File: src/rtl/fsb_pkg.sv
package fsb_pkg;

  // Source of the next value of the decode-facing output register
  typedef enum logic [1:0] {
    SEL_HOLD  = 2'd0,
    SEL_LIVE  = 2'd1,
    SEL_STASH = 2'd2,
    SEL_KILL  = 2'd3
  } fsb_sel_e;

  // Kill beats hold, hold beats resume, anything else takes the live word
  function automatic fsb_sel_e fsb_pick(input logic kill, input logic hold,
                                        input logic resume);
    fsb_sel_e s;
    if (kill)        s = SEL_KILL;
    else if (hold)   s = SEL_HOLD;
    else if (resume) s = SEL_STASH;
    else             s = SEL_LIVE;
    return s;
  endfunction

endpackage

File: src/rtl/fsb_stall_edge.sv
module fsb_stall_edge (
  input  logic clk,
  input  logic rst,
  input  logic stall_i,
  output logic first_o,
  output logic resume_o
);
  logic stall_q;

  always_ff @(posedge clk) begin
    if (rst) stall_q <= 1'b0;
    else     stall_q <= stall_i;
  end

  assign first_o  = stall_i & ~stall_q;
  assign resume_o = ~stall_i & stall_q;
endmodule

File: src/rtl/fsb_stash.sv
module fsb_stash #(
  parameter int ADDR_W = 32,
  parameter int INSN_W = 32
) (
  input  logic              clk,
  input  logic              rst,
  input  logic              kill_i,
  input  logic              load_i,
  input  logic              drop_i,
  input  logic              in_valid,
  input  logic [ADDR_W-1:0] in_addr,
  input  logic [INSN_W-1:0] in_insn,
  output logic              st_valid,
  output logic [ADDR_W-1:0] st_addr,
  output logic [INSN_W-1:0] st_insn
);
  localparam int WORD_W = ADDR_W + INSN_W;

  logic [WORD_W-1:0] word_q;

  always_ff @(posedge clk) begin
    if (rst || kill_i || drop_i) st_valid <= 1'b0;
    else if (load_i)             st_valid <= in_valid;
  end

  // Payload carries no reset so it maps onto plain flops with enable
  always_ff @(posedge clk) begin
    if (load_i) word_q <= {in_addr, in_insn};
  end

  assign st_addr = word_q[WORD_W-1:INSN_W];
  assign st_insn = word_q[INSN_W-1:0];
endmodule

File: src/rtl/fsb_out_stage.sv
module fsb_out_stage
  import fsb_pkg::*;
#(
  parameter int ADDR_W = 32,
  parameter int INSN_W = 32
) (
  input  logic              clk,
  input  logic              rst,
  input  fsb_sel_e          sel,
  input  logic              live_valid,
  input  logic [ADDR_W-1:0] live_addr,
  input  logic [INSN_W-1:0] live_insn,
  input  logic              st_valid,
  input  logic [ADDR_W-1:0] st_addr,
  input  logic [INSN_W-1:0] st_insn,
  output logic              q_valid,
  output logic [ADDR_W-1:0] q_addr,
  output logic [INSN_W-1:0] q_insn
);
  always_ff @(posedge clk) begin
    if (rst) begin
      q_valid <= 1'b0;
    end else begin
      unique case (sel)
        SEL_KILL:  q_valid <= 1'b0;
        SEL_HOLD:  q_valid <= q_valid;
        SEL_STASH: q_valid <= st_valid;
        default:   q_valid <= live_valid;
      endcase
    end
  end

  always_ff @(posedge clk) begin
    unique case (sel)
      SEL_STASH: begin
        q_addr <= st_addr;
        q_insn <= st_insn;
      end
      SEL_LIVE: begin
        q_addr <= live_addr;
        q_insn <= live_insn;
      end
      default: begin
        q_addr <= q_addr;
        q_insn <= q_insn;
      end
    endcase
  end
endmodule

File: src/rtl/fetch_stash_stage.sv
module fetch_stash_stage
  import fsb_pkg::*;
#(
  parameter int ADDR_W = 32,
  parameter int INSN_W = 32
) (
  input  logic              clk,
  input  logic              rst,
  input  logic              flush_i,
  input  logic              stall_i,
  input  logic              ic_valid_i,
  input  logic [ADDR_W-1:0] ic_addr_i,
  input  logic [INSN_W-1:0] ic_insn_i,
  output logic              dec_valid_o,
  output logic [ADDR_W-1:0] dec_addr_o,
  output logic [INSN_W-1:0] dec_insn_o
);
  logic              first_stall, resume;
  logic              st_valid;
  logic [ADDR_W-1:0] st_addr;
  logic [INSN_W-1:0] st_insn;
  logic              q_valid;
  logic [ADDR_W-1:0] q_addr;
  logic [INSN_W-1:0] q_insn;
  fsb_sel_e          sel;

  fsb_stall_edge u_edge (
    .clk      (clk),
    .rst      (rst),
    .stall_i  (stall_i),
    .first_o  (first_stall),
    .resume_o (resume)
  );

  fsb_stash #(.ADDR_W(ADDR_W), .INSN_W(INSN_W)) u_stash (
    .clk      (clk),
    .rst      (rst),
    .kill_i   (flush_i),
    .load_i   (first_stall),
    .drop_i   (resume),
    .in_valid (ic_valid_i),
    .in_addr  (ic_addr_i),
    .in_insn  (ic_insn_i),
    .st_valid (st_valid),
    .st_addr  (st_addr),
    .st_insn  (st_insn)
  );

  assign sel = fsb_pick(flush_i, stall_i, resume);

  fsb_out_stage #(.ADDR_W(ADDR_W), .INSN_W(INSN_W)) u_out (
    .clk        (clk),
    .rst        (rst),
    .sel        (sel),
    .live_valid (ic_valid_i),
    .live_addr  (ic_addr_i),
    .live_insn  (ic_insn_i),
    .st_valid   (st_valid),
    .st_addr    (st_addr),
    .st_insn    (st_insn),
    .q_valid    (q_valid),
    .q_addr     (q_addr),
    .q_insn     (q_insn)
  );

  assign dec_valid_o = q_valid & ~flush_i;
  assign dec_addr_o  = q_addr;
  assign dec_insn_o  = q_insn;

  // plain pass-through one cycle later
  a_r2_pass: assert property (@(posedge clk) disable iff (rst)
    (!stall_i && !resume && !flush_i) |=>
      (q_valid == $past(ic_valid_i)) &&
      (!q_valid || (q_addr == $past(ic_addr_i) && q_insn == $past(ic_insn_i))));

  // first stall cycle captures the in-flight word
  a_r3_capture: assert property (@(posedge clk) disable iff (rst)
    (first_stall && !flush_i) |=>
      (st_valid == $past(ic_valid_i)) &&
      (st_addr == $past(ic_addr_i)) && (st_insn == $past(ic_insn_i)));

  // later stall cycles leave the stash untouched
  a_r4_keep: assert property (@(posedge clk) disable iff (rst)
    (stall_i && !first_stall && !flush_i) |=>
      $stable(st_valid) && $stable(st_addr) && $stable(st_insn));

  // output register holds while decode stalls
  a_r5_hold: assert property (@(posedge clk) disable iff (rst)
    (stall_i && !flush_i) |=>
      $stable(q_valid) && $stable(q_addr) && $stable(q_insn));

  // release cycle hands over the stash contents
  a_r6_resume: assert property (@(posedge clk) disable iff (rst)
    (resume && !flush_i) |=>
      (q_valid == $past(st_valid)) &&
      (!q_valid || (q_addr == $past(st_addr) && q_insn == $past(st_insn))));

  // flush empties both the output and the stash
  a_r7_flush: assert property (@(posedge clk) disable iff (rst)
    flush_i |=> (!q_valid && !st_valid));
endmodule

File: config.mk
export PLATFORM = sky130hd
export DESIGN_NAME = fetch_stash_stage
export DESIGN_NICKNAME = d
export VERILOG_FILES = /design/src/rtl/fsb_pkg.sv /design/src/rtl/fsb_stall_edge.sv /design/src/rtl/fsb_stash.sv /design/src/rtl/fsb_out_stage.sv /design/src/rtl/fetch_stash_stage.sv
export SDC_FILE = /design/constraint.sdc
export NUM_CORES = 1
export LEC_CHECK = 0
export CAP_MARGIN = 20
export CORE_MARGIN = 4
export CORE_UTILIZATION = 35
export DETAILED_ROUTE_END_ITERATION = 16
export DONT_BUFFER_PORTS = 1
export GPL_TIMING_DRIVEN = 0
export HOLD_SLACK_MARGIN = 0.03
export PLACE_DENSITY = 0.62
export SLEW_MARGIN = 20
export SYNTH_ARGS = -nofsm -noshare
export SYNTH_HDL_FRONTEND = slang
export SYNTH_HIERARCHICAL = 1
export SYNTH_SLANG_ARGS = --single-unit
File: constraint.sdc
create_clock -name clk -period 4.26 [get_ports clk]
set_input_delay 0.852 -clock clk [delete_from_list [all_inputs] [get_ports clk]]
set_output_delay 0.852 -clock clk [all_outputs]
set_load 0.1 [all_outputs]
# After elaboration in Yosys (flattened, before gate mapping)
# Cells that the tools add are included.
[totals] output_inout_bits=65 wordCells=25 in_bits=69 ff_bits=131
[op_classes] reduce_logical=4 eq_ne=3 n_mux=6 bitwise_logic=6
[op_table] op="$pmux 32 s2" count=2
[op_table] op="$mux 2" count=3
[op_table] op="$eq 2x2->1 const B" count=2
[op_table] op="$and 1x1->1" count=3
[op_table] op="$not 1->1" count=3
[op_table] op="$pmux 1 s3" count=1
[op_table] op="$eq 2x1->1 const B" count=1
[op_table] op="$logic_not 2->1" count=1
[op_table] op="$logic_or 1x1->1" count=2
[op_table] op="$reduce_bool 2->1" count=1

# Logic depth before layout (Yosys ltp)
[depth] depth_word=7 depth_mapped=7 depth_no_buf=6

# Hierarchy
# Netlist, hierarchy kept.
[by_module_without_submodules] module="fsb_out_stage" seq_area_each_um2=1941.9 n_inst=1 cells_per_inst=146 area_each_um2=3109.2
[by_module_without_submodules] module="fsb_stash" seq_area_each_um2=1941.9 n_inst=1 cells_per_inst=67 area_each_um2=1964.4
[by_module_without_submodules] module="fsb_stall_edge" seq_area_each_um2=20.0 n_inst=1 cells_per_inst=4 area_each_um2=38.8
[by_module_without_submodules] module="fetch_stash_stage" seq_area_each_um2=0.0 n_inst=1 cells_per_inst=4 area_each_um2=25.0

# Worst setup path after synthesis
# No wires, ideal clock.
[synth_timing] path_kind="input-to-reg" start="input stall_i" end="register u_stash.st_valid" t_required_ns=4.166 path_slack_ns=-0.114 cell_stages=3 path_buffers=0 t_arrival_ns=4.280 setup_ns=0.094 path_cell_list="nor2b_1 > mux2i_1 > nor4_2"
[synth_between] elab_chain_cells=3 word_cells_on_any_way=4 cone_classes="3 x bitwise; 1 x reduce/logical"
[synth_rtl] item="from (decl)" line_no="fetch_stash_stage.sv:10" rtl="input logic stall_i,"
[synth_rtl] item="$not 1->1" line_no="fsb_stall_edge.sv:16" rtl="assign resume_o = ~stall_i & stall_q;"
[synth_rtl] item="$and 1x1->1" line_no="fsb_stall_edge.sv:16"
[synth_rtl] item="$logic_or 1x1->1" line_no="fsb_stash.sv:22" rtl="if (rst || kill_i || drop_i) st_valid <= 1'b0;"
[synth_rtl] item="to (signal assigned)" line_no="fsb_stash.sv:23" rtl="else if (load_i) st_valid <= in_valid;"
[synth_rtl] item="to (decl)" line_no="fsb_stash.sv:13" rtl="output logic st_valid,"
# Parallel ways exist; a longest one is shown, timed or not.
# A chain may end at the register's enable or synchronous reset.

# Final worst setup path
[layout_timing] start="input flush_i" end="output dec_valid_o"
[layout_between] elab_chain_cells=2
[layout_rtl] item="from (decl)" line_no="fetch_stash_stage.sv:9" rtl="input logic flush_i,"
[layout_rtl] item="$not 1->1" line_no="fetch_stash_stage.sv:66" rtl="assign dec_valid_o = q_valid & ~flush_i;"
[layout_rtl] item="$and 1x1->1" line_no="fetch_stash_stage.sv:66"
[layout_rtl] item="to (decl)" line_no="fetch_stash_stage.sv:14" rtl="output logic dec_valid_o,"
# Every way passes these cells.

==> impl_metrics.ini <==
[critical_path]
cp-end-kind = primary output
critPathBufInv = 0
cp.depth = 1
start_kind = input port
critPathArrivalTime_ns = 1.66
crit_fanout = 4
critPathSlowestCell = nor2b_2
path_cells = nor2b_2
worstSetupPathType = in -> out
cp_top_family = simple AND/OR/NAND/NOR gates
cpPeakStageDelay_ns = 0.80
ff2ff_path_depth = 5
r2r_slack_ns = 2.21
crit_required_ns = 3.41

[clock_tree]
postCtsSetupRepairBufs = 0
numCtsBuffers = 17
worstSkewPairLatency_ns = 0.40
h-tree-depth = 4
hold_buffers = 0
cts_root_buf = clkbuf_16
cts_tree = yes
path_clk_slew_ns = 0.05
ctsResizeCount = 0
cts_buffer_depth = 2
cts.sink_count = 131

[grt]
grt_max_degree = 45
use_met3 = 0.0643
grt_pass1_vias = 2222
grt_usage = 0.110
global_route.usage.met1 = 0.125
grt-busiest-layer = met2
grt_pass1_wl_um = 13300
antenna_found_initial = 0
grt.met2_usage = 0.173
grt_overflow = 0

[pwr]
power_switching_mw = 1.10
switching_share = 0.309
powerDensity_mw_per_mm2 = 595
p_comb_frac = 0.061
total_power_mw = 3.55
seqPwrFrac = 0.583
p_int_mw = 2.45
p_leak_nw = 2.18
clkPwrFrac = 0.356
peakVddDrop_v = 0.000255

[timing]
finalHoldViolCount = 0
timing.final.crit_share = 0.589
tns_ns = 0
fmax_mhz = 399
setup_violations = 0
worstMarginPinSlew_ns = 1.06
clock_skew_ns = 0.00345
fin_crit_ns = 2.51
relSlewSlack = 0.293
rsz0062_at_grt = false
drv_slew = 0

[cells_and_area]
nFillCells = 1264
diodes = 0
syn_to_final_growth_pct = 16.2
finish.utilization = 0.412
instances_no_fill = 437
drive_gt1_frac = 0.407
nets = 316

[run]
cap_violations = 0

[worst_hold_path]
whs_path_depth = 2
hold_class = reg -> reg

[route]
vias_per_cell = 4.63
final_antenna_net_count = 0
vias = 2023
wire_per_inst_um = 20.7
drcViolationCount = 0
wl_um = 9050
drt_iter0_drc = 86
drtPass1Iterations = 4

[yosys]
synthSimpleGateAreaFrac = 0.00901
yosys.area_share.xor_xnor = 0
seq_area_frac_synth = 0.760
syn_area_mm2 = 0.00514
synth_compound_area_frac = 0.00682
synth_cell_types = 16
synthMuxAreaShare = 0.186
synthAdderAreaFrac = 0.00974
syn_avg_cell_area_um2 = 23.2
synth_top_family_by_area = multiplexers
ys_seq_elements = 131
syn_nets = 294
ys_warn_count = 6
syn_inst = 221

[placed_design]
numPortBuffers = 0
dpl.cell_count = 408
place.gp.congestion = 0.701
dp_hpwl_um = 6330

[die]
die_w_um = 129
core.rowCount = 44
io_pins = 134
start_util = 0.355
die_h_um = 129
die_area_mm2 = 0.0167
placeableCoreArea_mm2 = 0.0145

[outcome]
status = complete, no violations
## layer usage
metal	vias to the layer above	wire length, um	part of all wire
met3	9	900	0.099
li1	911	-	-
met5	-	0	0
met4	0	99	0.011
met2	83	4560	0.50
met1	1020	3490	0.39
## power by group through the flow
stage                     Combinational [mW]  Clock (mW)  Sequential, mW
after global routing                   0.231        1.36            2.08
after CTS                              0.222        1.32            2.08
after detailed placement               0.222           0            2.10
after floorplan                        0.169           0            2.08
final                                  0.215        1.26            2.07
after global placement                 0.197           0            2.10
## worst paths after layout
kind / from / to
max: flush_i / dec_valid_o
min: u_out/q_valid / u_out/q_valid
max reg2reg: u_edge/stall_q / u_out/q_insn[20]
min reg2reg: u_out/q_valid / u_out/q_valid
## cell type report
| type | instances | area (um2) | area share |
|---|---|---|---|
| clock buffer | 20 | 437 | 0.0732 |
| sequential | 131 | 3900 | 0.654 |
| buffer | 7 | 131 | 0.0220 |
| timing repair buffer | 3 | 75.1 | 0.0126 |
| multi-input combinational | 79 | 1110 | 0.186 |
| clock inverter | 9 | 67.6 | 0.0113 |
| inverter | 4 | 15.0 | 0.00252 |
| tap | 184 | 230 | 0.0386 |
## placed cells by master (no fill, tap or decap), drive strengths merged
cell    Yosys  routed
dfxtp       3       3
buf         7      10
bufinv      0       1
a221oi      1       1
ha          4       4
clkbuf      0      20
o21bai      1       1
inv         4       4
edfxtp    128     128
mux2       64      64
nor4        1       1
nor2b       4       4
a21oi       1       1
mux2i       1       1
clkinv      0       8
or3b        1       1
a21o        1       1
## logic make-up (layout without fill, tap and decap cells)
kind of cell / count (synthesis) / in the layout
buf+inv: 11 / 43
fa+ha+maj: 4 / 4
flops: 131 / 131
simple gates: 6 / 6
compound gates: 4 / 4
mux: 65 / 65
## per-stage QoR
step           hold WS (ns)  instance area, um2  worst slack, ns
3_3_place_gp          0.451                5370            0.210
3_5_place_dp          0.460                5470             1.74
4_1_cts               0.472                5970             1.75
6_report              0.470                5970             1.75
5_1_grt               0.479                5970             1.72
2_1_floorplan         0.429                5140             1.05
## worst register-to-register path: stages (launching register included)
cell and delay (ns):
dfxtp_1 0.36, nor2b_1 0.26, a21o_1 0.21, inv_1 0.10, ha_4 0.48, buf_16 0.28
## Yosys cell counts
| cell | n | area [um2] |
|---|---|---|
| o21bai_1 | 1 | 7.51 |
| mux2_2 | 4 | 45.0 |
| buf_6 | 1 | 11.3 |
| nor4_2 | 1 | 12.5 |
| a21oi_1 | 1 | 5.00 |
| nor2b_1 | 4 | 25.0 |
| a21o_1 | 1 | 7.51 |
| mux2_4 | 60 | 901 |
| edfxtp_1 | 128 | 3840 |
| ha_1 | 4 | 50.1 |
| buf_12 | 6 | 120 |
| dfxtp_1 | 3 | 60.1 |
| mux2i_1 | 1 | 10.0 |
| a221oi_2 | 1 | 15.0 |
| inv_1 | 4 | 15.0 |
| or3b_1 | 1 | 8.76 |
## state kept, by name, indices dropped and copies added (netlist names)
name,count
u_stash/word_q,64
u_out/q_addr,32
u_out/q_insn,32
u_edge/stall_q,1
u_out/q_valid,1
u_stash/st_valid,1
Note: power is estimated with default switching activity, not from simulation.
